**src/rtl/fir4_pkg.sv**
```systemverilog
package fir4_pkg;

  localparam int NUM_TAPS = 4;

  // fixed weight for a tap position, position 0 being the newest sample
  function automatic int unsigned tap_weight(input int unsigned pos);
    case (pos)
      0:       return 1;
      1:       return 3;
      2:       return 2;
      3:       return 1;
      default: return 0;
    endcase
  endfunction

  function automatic int unsigned weight_total();
    int unsigned acc;
    acc = 0;
    for (int unsigned i = 0; i < NUM_TAPS; i++) acc += tap_weight(i);
    return acc;
  endfunction

  // weighted product of one tap, computed in a width that cannot wrap
  function automatic logic [15:0] weigh(input logic [7:0] sample, input int unsigned pos);
    logic [15:0] w;
    w = 16'(tap_weight(pos));
    return 16'(sample) * w;
  endfunction

endpackage

```
**src/rtl/fir4_delay_line.sv**
```systemverilog
module fir4_delay_line
  import fir4_pkg::*;
#(
  parameter int DATA_W = 4,
  localparam int STAGES = NUM_TAPS - 1
) (
  input  logic                               clk,
  input  logic                               rst_n,
  input  logic [DATA_W-1:0]                  in_data,
  input  logic                               in_valid,
  output logic [NUM_TAPS-1:0][DATA_W-1:0]    taps,
  output logic                               taps_full
);

  logic [STAGES-1:0][DATA_W-1:0] stage_q;
  logic [STAGES-1:0]             stage_vld_q;
  logic                          shift_en;

  assign shift_en = in_valid;

  genvar g;
  generate
    for (g = 0; g < STAGES; g++) begin : g_stage
      logic [DATA_W-1:0] src_data;
      logic              src_vld;
      if (g == 0) begin : g_head
        assign src_data = in_data;
        assign src_vld  = 1'b1;
      end else begin : g_body
        assign src_data = stage_q[g-1];
        assign src_vld  = stage_vld_q[g-1];
      end
      always_ff @(posedge clk or negedge rst_n) begin
        if (!rst_n) begin
          stage_q[g]     <= '0;
          stage_vld_q[g] <= 1'b0;
        end else if (shift_en) begin
          stage_q[g]     <= src_data;
          stage_vld_q[g] <= src_vld;
        end
      end
      assign taps[g+1] = stage_q[g];
    end
  endgenerate

  assign taps[0]   = in_data;
  assign taps_full = &stage_vld_q;


  hold_when_idle_chk: assert property (@(posedge clk) disable iff (!rst_n)
    !in_valid |=> ($stable(stage_q) && $stable(stage_vld_q)));


  fill_order_chk: assert property (@(posedge clk) disable iff (!rst_n)
    stage_vld_q[STAGES-1] |-> (&stage_vld_q));


  flags_follow_shift_chk: assert property (@(posedge clk) disable iff (!rst_n)
    $rose(stage_vld_q[0]) |-> $past(in_valid));

endmodule

```
**src/rtl/fir4_tap_sum.sv**
```systemverilog
module fir4_tap_sum
  import fir4_pkg::*;
#(
  parameter int DATA_W = 4,
  parameter int SUM_W  = 10,
  localparam int PROD_W = 2 * DATA_W
) (
  input  logic [NUM_TAPS-1:0][DATA_W-1:0] taps,
  output logic [SUM_W-1:0]                total
);

  logic [NUM_TAPS-1:0][PROD_W-1:0] prod;

  genvar g;
  generate
    for (g = 0; g < NUM_TAPS; g++) begin : g_mul
      logic [15:0] wide;
      assign wide    = weigh(8'(taps[g]), g);
      assign prod[g] = wide[PROD_W-1:0];
    end
  endgenerate

  always_comb begin
    total = '0;
    for (int i = 0; i < NUM_TAPS; i++) total = total + SUM_W'(prod[i]);
  end

endmodule

```
**src/rtl/fir4_out_stage.sv**
```systemverilog
module fir4_out_stage #(
  parameter int SUM_W = 10
) (
  input  logic             clk,
  input  logic             rst_n,
  input  logic [SUM_W-1:0] total,
  input  logic             take,
  output logic [SUM_W-1:0] out_data,
  output logic             out_valid
);

  always_ff @(posedge clk or negedge rst_n) begin
    if (!rst_n) begin
      out_data  <= '0;
      out_valid <= 1'b0;
    end else begin
      out_valid <= take;
      out_data  <= take ? total : '0;
    end
  end

endmodule

```
**src/rtl/fir4_stream.sv**
```systemverilog
module fir4_stream
  import fir4_pkg::*;
#(
  parameter int DATA_W = 4,
  parameter int OUT_W  = 10,
  localparam int SAMPLE_MAX = (1 << DATA_W) - 1,
  localparam int RESULT_MAX = SAMPLE_MAX * 7
) (
  input  logic              clk,
  input  logic              rst_n,
  input  logic [DATA_W-1:0] in_data,
  input  logic              in_valid,
  output logic [OUT_W-1:0]  out_data,
  output logic              out_valid
);

  logic [NUM_TAPS-1:0][DATA_W-1:0] taps;
  logic                            taps_full;
  logic [OUT_W-1:0]                tap_total;
  logic                            result_take;

  fir4_delay_line #(.DATA_W(DATA_W)) u_delay (
    .clk       (clk),
    .rst_n     (rst_n),
    .in_data   (in_data),
    .in_valid  (in_valid),
    .taps      (taps),
    .taps_full (taps_full)
  );

  fir4_tap_sum #(.DATA_W(DATA_W), .SUM_W(OUT_W)) u_sum (
    .taps  (taps),
    .total (tap_total)
  );

  assign result_take = in_valid && taps_full;

  fir4_out_stage #(.SUM_W(OUT_W)) u_out (
    .clk       (clk),
    .rst_n     (rst_n),
    .total     (tap_total),
    .take      (result_take),
    .out_data  (out_data),
    .out_valid (out_valid)
  );


  no_overflow_chk: assert property (@(posedge clk) disable iff (!rst_n)
    32'(tap_total) <= RESULT_MAX);


  quiet_when_invalid_chk: assert property (@(posedge clk) disable iff (!rst_n)
    !out_valid |-> (out_data == '0));


  valid_needs_accept_chk: assert property (@(posedge clk) disable iff (!rst_n)
    $rose(out_valid) |-> $past(in_valid));


  result_captured_chk: assert property (@(posedge clk) disable iff (!rst_n)
    result_take |=> (out_valid && out_data == $past(tap_total)));

  initial begin

    weights_fit_chk: assert (weight_total() == 7);
  end

endmodule

```
**config.mk**
```make
export PLATFORM = sky130hd
export DESIGN_NAME = fir4_stream
export DESIGN_NICKNAME = d
export VERILOG_FILES = /design/src/rtl/fir4_pkg.sv /design/src/rtl/fir4_delay_line.sv /design/src/rtl/fir4_tap_sum.sv /design/src/rtl/fir4_out_stage.sv /design/src/rtl/fir4_stream.sv
export SDC_FILE = /design/constraint.sdc
export NUM_CORES = 1
export LEC_CHECK = 0
export BUFFER_PORTS_ARGS = -buffer_cell sky130_fd_sc_hd__buf_2
export CAP_MARGIN = 20
export CORE_MARGIN = 2
export CORE_UTILIZATION = 55
export CTS_CLUSTER_SIZE = 10
export DETAILED_ROUTE_END_ITERATION = 8
export PLACE_DENSITY = 0.75
export SLEW_MARGIN = 10
export SYNTH_ARGS = -nofsm -noshare
export SYNTH_HDL_FRONTEND = slang
export SYNTH_SLANG_ARGS = --single-unit
```
**constraint.sdc**
```tcl
create_clock -name clk -period 4.3 [get_ports clk]
set_input_delay 0.215 -clock clk [delete_from_list [all_inputs] [get_ports clk]]
set_output_delay 0.215 -clock clk [all_outputs]
set_load 0.02 [all_outputs]
```
==> impl_results.html <==
<table>
<tr><th>Metric</th><th>Value</th></tr>
<tr><th colspan="2">Status</th></tr>
<tr><td>Status</td><td>finished, final reports clean</td></tr>
<tr><th colspan="2">Power and ir drop</th></tr>
<tr><td>Pwr Density</td><td>549 mW/mm²</td></tr>
<tr><td>Internal portion of total power</td><td>559 µW</td></tr>
<tr><td>Static Leak</td><td>0.840 nW</td></tr>
<tr><td>Fraction of power spent switching nets</td><td>0.373</td></tr>
<tr><td>Sequential fraction of design power</td><td>0.316</td></tr>
<tr><td>Clock network fraction of design power</td><td>0.185</td></tr>
<tr><td>VDD IR max</td><td>311 µV</td></tr>
<tr><td>Part of the total power dissipated in combinational logic</td><td>0.499</td></tr>
<tr><td>Switching pwr</td><td>333 µW</td></tr>
<tr><th colspan="2">Yosys</th></tr>
<tr><td>Instance count of the mapped netlist</td><td>136</td></tr>
<tr><td>Total of warnings raised by yosys</td><td>0</td></tr>
<tr><td>Async set or reset register ratio after synthesis</td><td>1.00</td></tr>
<tr><td>Synth Area per Inst</td><td>10.8 µm²</td></tr>
<tr><td>Largest cells by area after synthesis</td><td>sky130_fd_sc_hd__dfrtp_1 41%, sky130_fd_sc_hd__ha_1 14%, sky130_fd_sc_hd__fa_1 8.2%</td></tr>
<tr><td>Number of enable-type register cells in the synthesized netlist</td><td>0</td></tr>
<tr><td>Library cells used by synthesis</td><td>31</td></tr>
<tr><td>Share of the synthesized area in the top cell type</td><td>0.409</td></tr>
<tr><td>Top cell type by total area after synthesis</td><td>sky130_fd_sc_hd__dfrtp_1</td></tr>
<tr><td>Most numerous cell types in the synthesized netlist</td><td>24 x sky130_fd_sc_hd__dfrtp_1, 18 x sky130_fd_sc_hd__inv_1, 16 x sky130_fd_sc_hd__ha_1</td></tr>
<tr><td>Cell Area, Synth</td><td>0.00147 mm²</td></tr>
<tr><td>Register area share after synthesis</td><td>0.409</td></tr>
<tr><td>Register bit count reported by yosys</td><td>24</td></tr>
<tr><td>Library cell with the highest instance count after synthesis</td><td>sky130_fd_sc_hd__dfrtp_1</td></tr>
<tr><td>Main flop type after synthesis</td><td>sky130_fd_sc_hd__dfrtp_1</td></tr>
<tr><th colspan="2">Layout</th></tr>
<tr><td>Area occupied by registers</td><td>~600 µm²</td></tr>
<tr><td>Final net count</td><td>183</td></tr>
<tr><td>Post-synthesis to final-layout area growth</td><td>10.6%</td></tr>
<tr><td>Ant diodes</td><td>0</td></tr>
<tr><td>Fraction of layout instances using a drive strength above 1</td><td>0.203</td></tr>
<tr><td>Final cell area excluding filler cells</td><td>0.00163 mm²</td></tr>
<tr><td>Number of fill cells</td><td>202</td></tr>
<tr><td>Multi-input logic area</td><td>782 µm²</td></tr>
<tr><th colspan="2">Detailed routing</th></tr>
<tr><td>Routed wirelength normalized by instance count</td><td>12.9 µm</td></tr>
<tr><td>Number of search-and-repair iterations in the first detailed-routing pass</td><td>4</td></tr>
<tr><td>Detail-routed via count per cell</td><td>between 5 and 6</td></tr>
<tr><td>Initial detailed-routing violation count</td><td>9</td></tr>
<tr><td>Antenna-violating nets left</td><td>0</td></tr>
<tr><td>Vias post-DR</td><td>947</td></tr>
<tr><td>DR DRC count</td><td>0</td></tr>
<tr><td>Detailed-route wire length</td><td>around 2.4 mm</td></tr>
<tr><th colspan="2">GRT</th></tr>
<tr><td>Vias in the first global route</td><td>around 950</td></tr>
<tr><td>Total overflow reported by the global router</td><td>0</td></tr>
<tr><td>Global-route wire length before repair</td><td>4.11 mm</td></tr>
<tr><td>Overall global routing resource usage</td><td>0.164</td></tr>
<tr><td>Largest net degree at the start of global routing</td><td>25</td></tr>
<tr><td>Number of antenna violations at the first check in global routing</td><td>0</td></tr>
<tr><th colspan="2">Hold path</th></tr>
<tr><td>Hold Path Cell Cnt</td><td>3</td></tr>
<tr><td>Type of the most critical hold path</td><td>input port to register</td></tr>
<tr><th colspan="2">Setup path</th></tr>
<tr><td>Worst-case reg-to-reg path depth</td><td>13</td></tr>
<tr><td>R2r endpoint</td><td>u_out.out_data[6]$_DFF_PN0_</td></tr>
<tr><td>Buf+Inv Stages, Crit Path</td><td>2</td></tr>
<tr><td>Critical R2R Launch</td><td>u_delay.g_stage[1].src_data[1]$_DFFE_PN0P_</td></tr>
<tr><td>Largest driver fanout on the critical path</td><td>5</td></tr>
<tr><td>Cell with the most instances on the worst path</td><td>sky130_fd_sc_hd__ha_1</td></tr>
<tr><td>Critical Path Slowest Stage Cell</td><td>sky130_fd_sc_hd__fa_1</td></tr>
<tr><td>R2R Setup Slk</td><td>0.74 ns</td></tr>
<tr><td>Critical Path Sink Type</td><td>register</td></tr>
<tr><td>Critical path data arrival time</td><td>~3.8 ns</td></tr>
<tr><td>Worst-path cell chain</td><td>ha_1 -&gt; fa_1 -&gt; ha_1 -&gt; inv_1 -&gt; o21bai_1 -&gt; xnor2_1 -&gt; fa_1 -&gt; inv_1 -&gt; ha_1 -&gt; o21ai_0 -&gt; o21ai_0 -&gt; and3_1 -&gt; mux2_1</td></tr>
<tr><td>Delay contributed by the slowest stage of the critical path</td><td>0.48 ns</td></tr>
<tr><td>Nature of the critical path startpoint</td><td>register</td></tr>
<tr><td>Critical path launch point</td><td>u_delay.g_stage[1].src_data[1]$_DFFE_PN0P_</td></tr>
<tr><td>Worst setup path endpoint</td><td>u_out.out_data[6]$_DFF_PN0_</td></tr>
<tr><td>Setup CP Type</td><td>register to register</td></tr>
<tr><td>Depth of the critical timing path with buffers and inverters included</td><td>13</td></tr>
<tr><td>Top Family by Delay on Critical Path</td><td>adder cells</td></tr>
<tr><td>Data required time of the worst path</td><td>4.51 ns</td></tr>
<tr><th colspan="2">Floorplan</th></tr>
<tr><td>Number of placed I/O pins</td><td>18</td></tr>
<tr><td>Chip Width</td><td>roughly 56 µm</td></tr>
<tr><td>Die Ht</td><td>approximately 56 µm</td></tr>
<tr><td>Site row count</td><td>18</td></tr>
<tr><td>Starting utilization of the core area</td><td>0.588</td></tr>
<tr><td>Die area</td><td>0.00310 mm²</td></tr>
<tr><td>Core region area</td><td>0.00250 mm²</td></tr>
<tr><th colspan="2">CTS</th></tr>
<tr><td>Post-CTS clock slew at the launch and capture registers of the worst setup and hold paths</td><td>0.14 ns</td></tr>
<tr><td>Inserted Clock Buffers</td><td>3</td></tr>
<tr><td>Clock tree from TritonCTS</td><td>built</td></tr>
<tr><td>Buffer cell driving the clock tree root</td><td>sky130_fd_sc_hd__clkbuf_4</td></tr>
<tr><td>Number of instances resized during post-cts repair</td><td>0</td></tr>
<tr><td>Post-CTS Hold Fix Bufs</td><td>1</td></tr>
<tr><td>CTS max path bufs</td><td>2</td></tr>
<tr><td>Level count of the clock H-tree</td><td>1</td></tr>
<tr><td>Count of buffers added by post-CTS timing repair for setup</td><td>0</td></tr>
<tr><td>Clock latency of the later-clocked register in the worst-skew pair</td><td>0.31 ns</td></tr>
<tr><td>Sinks on the clock net</td><td>24</td></tr>
<tr><th colspan="2">STA</th></tr>
<tr><td>Part of the cycle the worst path needs</td><td>0.827</td></tr>
<tr><td>Unrepaired setup endpoints after global routing</td><td>false</td></tr>
<tr><td>Setup TNS</td><td>0 ns</td></tr>
<tr><td>Least-Margin Pin Slew</td><td>0.545 ns</td></tr>
<tr><td>Number of failing hold endpoints at the final stage</td><td>0</td></tr>
<tr><td>Max-slew headroom</td><td>0.637</td></tr>
<tr><td>Clock skew after layout</td><td>0.00230 ns</td></tr>
<tr><td>Clock period minus worst slack</td><td>3.56 ns</td></tr>
<tr><td>Max Clock Freq</td><td>about 280 MHz</td></tr>
<tr><td>Endpoints failing setup</td><td>0</td></tr>
<tr><td>Max Transition Viols Final</td><td>0</td></tr>
<tr><th colspan="2">Placed design</th></tr>
<tr><td>Routability congestion estimate</td><td>roughly 0.77</td></tr>
<tr><td>Port Buf Inserts</td><td>15</td></tr>
<tr><td>Cell area reported after detailed placement</td><td>0.00156 mm²</td></tr>
<tr><td>DPL Wire Length</td><td>between 1.5 and 2 mm</td></tr>
<tr><th colspan="2">Flow run</th></tr>
<tr><td>Max_cap viols</td><td>0</td></tr>
</table>
-- sequential cells by signal, indices dropped and copies added, names as in the netlist --
| register | flops |
|---|---|
| u_delay.g_stage.src_data | 8 |
| u_delay.g_stage.src_vld | 2 |
| u_delay.stage_vld_q | 1 |
| u_delay.taps | 4 |
| u_out.out_data | 8 |
| u_out.out_valid | 1 |
-- power groups by stage --
| stage | combinational (mW) | sequential (mW) | clock [mW] |
|---|---|---|---|
| after floorplan | 0.321 | 0.318 | 0 |
| after detailed placement | 0.445 | 0.287 | 0 |
| after global routing | 0.506 | 0.286 | 0.176 |
| after global placement | 0.429 | 0.285 | 0 |
| final | 0.445 | 0.282 | 0.165 |
| after CTS | 0.450 | 0.282 | 0.166 |
-- placed cells by master, fill, tap and decap left out, drive strengths merged, types with 3 or more instances in the layout --
cell type and n:
a21o 4, a21oi 4, and2 3, buf 15, clkbuf 3, dfrtp 24
fa 6, ha 16, inv 18, mux2 8, nand2 9, nor2 5
o21ai 11, xnor2 5
-- stage by stage --
stage	hold WS, ns	total power [mW]	setup slack (ns)	util	instances
floorplan	-0.0806	0.638	0.954	-	137
global placement	0.216	0.714	0.867	0.625	178
detailed placement	0.232	0.732	0.771	0.625	178
CTS	0.140	0.898	0.728	0.650	183
global route	0.130	0.969	0.526	0.650	183
finish	0.137	0.892	0.743	0.650	183
-- cell families (layout without fill, tap and decap cells) --
| logic type | after synthesis | count (layout) | share of synthesized area |
|---|---|---|---|
| AND/OR/NAND/NOR | 27 | 27 | 0.0954 |
| XOR/XNOR | 7 | 7 | 0.0417 |
| multiplexers | 8 | 8 | 0.0613 |
| other | 1 | 2 | 0.00255 |
| AO/OA/AOI/OAI | 25 | 25 | 0.111 |
| buffers and inverters | 22 | 38 | 0.0613 |
| flip-flops | 24 | 24 | 0.409 |
| adder cells (fa/ha/maj) | 22 | 22 | 0.218 |
-- routing by layer --
layer	track usage	wire length [µm]
met1	0.221	1160
met2	0.286	1120
met3	0.0209	70
met5	0	0
met4	0.0314	8
-- worst min path at each step --
| stage | startpoint | end |
|---|---|---|
| 6_report | in_data[2] | u_delay.g_stage[1].src_data[2]$_DFFE_PN0P_ |
| 3_5_place_dp | rst_n | u_out.out_data[1]$_DFF_PN0_ |
| 4_1_cts | in_data[0] | u_delay.g_stage[1].src_data[0]$_DFFE_PN0P_ |
| 3_3_place_gp | rst_n | u_out.out_data[0]$_DFF_PN0_ |
| 2_1_floorplan | rst_n | u_delay.g_stage[1].src_data[0]$_DFFE_PN0P_ |
| 5_1_grt | in_data[0] | u_delay.g_stage[1].src_data[0]$_DFFE_PN0P_ |
-- cell type report --
cell class	count	area share
Multi-Input combinational cell	91	0.481
Sequential cell	24	0.370
Timing Repair Buffer	16	0.0523
Inverter	18	0.0416
Tap cell	30	0.0231
Clock inverter	1	0.0185
Clock buffer	3	0.0139
-- worst reg2reg max path, delay by kind of cell (launching register included) --
kind / cells / cell delay [ns]
AO/OA/AOI/OAI: 3 / 0.49
XOR/XNOR: 1 / 0.10
adder cells (fa/ha/maj): 5 / 1.84
buffers and inverters: 2 / 0.10
flip-flops: 1 / 0.46
multiplexers: 1 / 0.29
AND/OR/NAND/NOR: 1 / 0.18
Power figures use the tool's default switching activity.
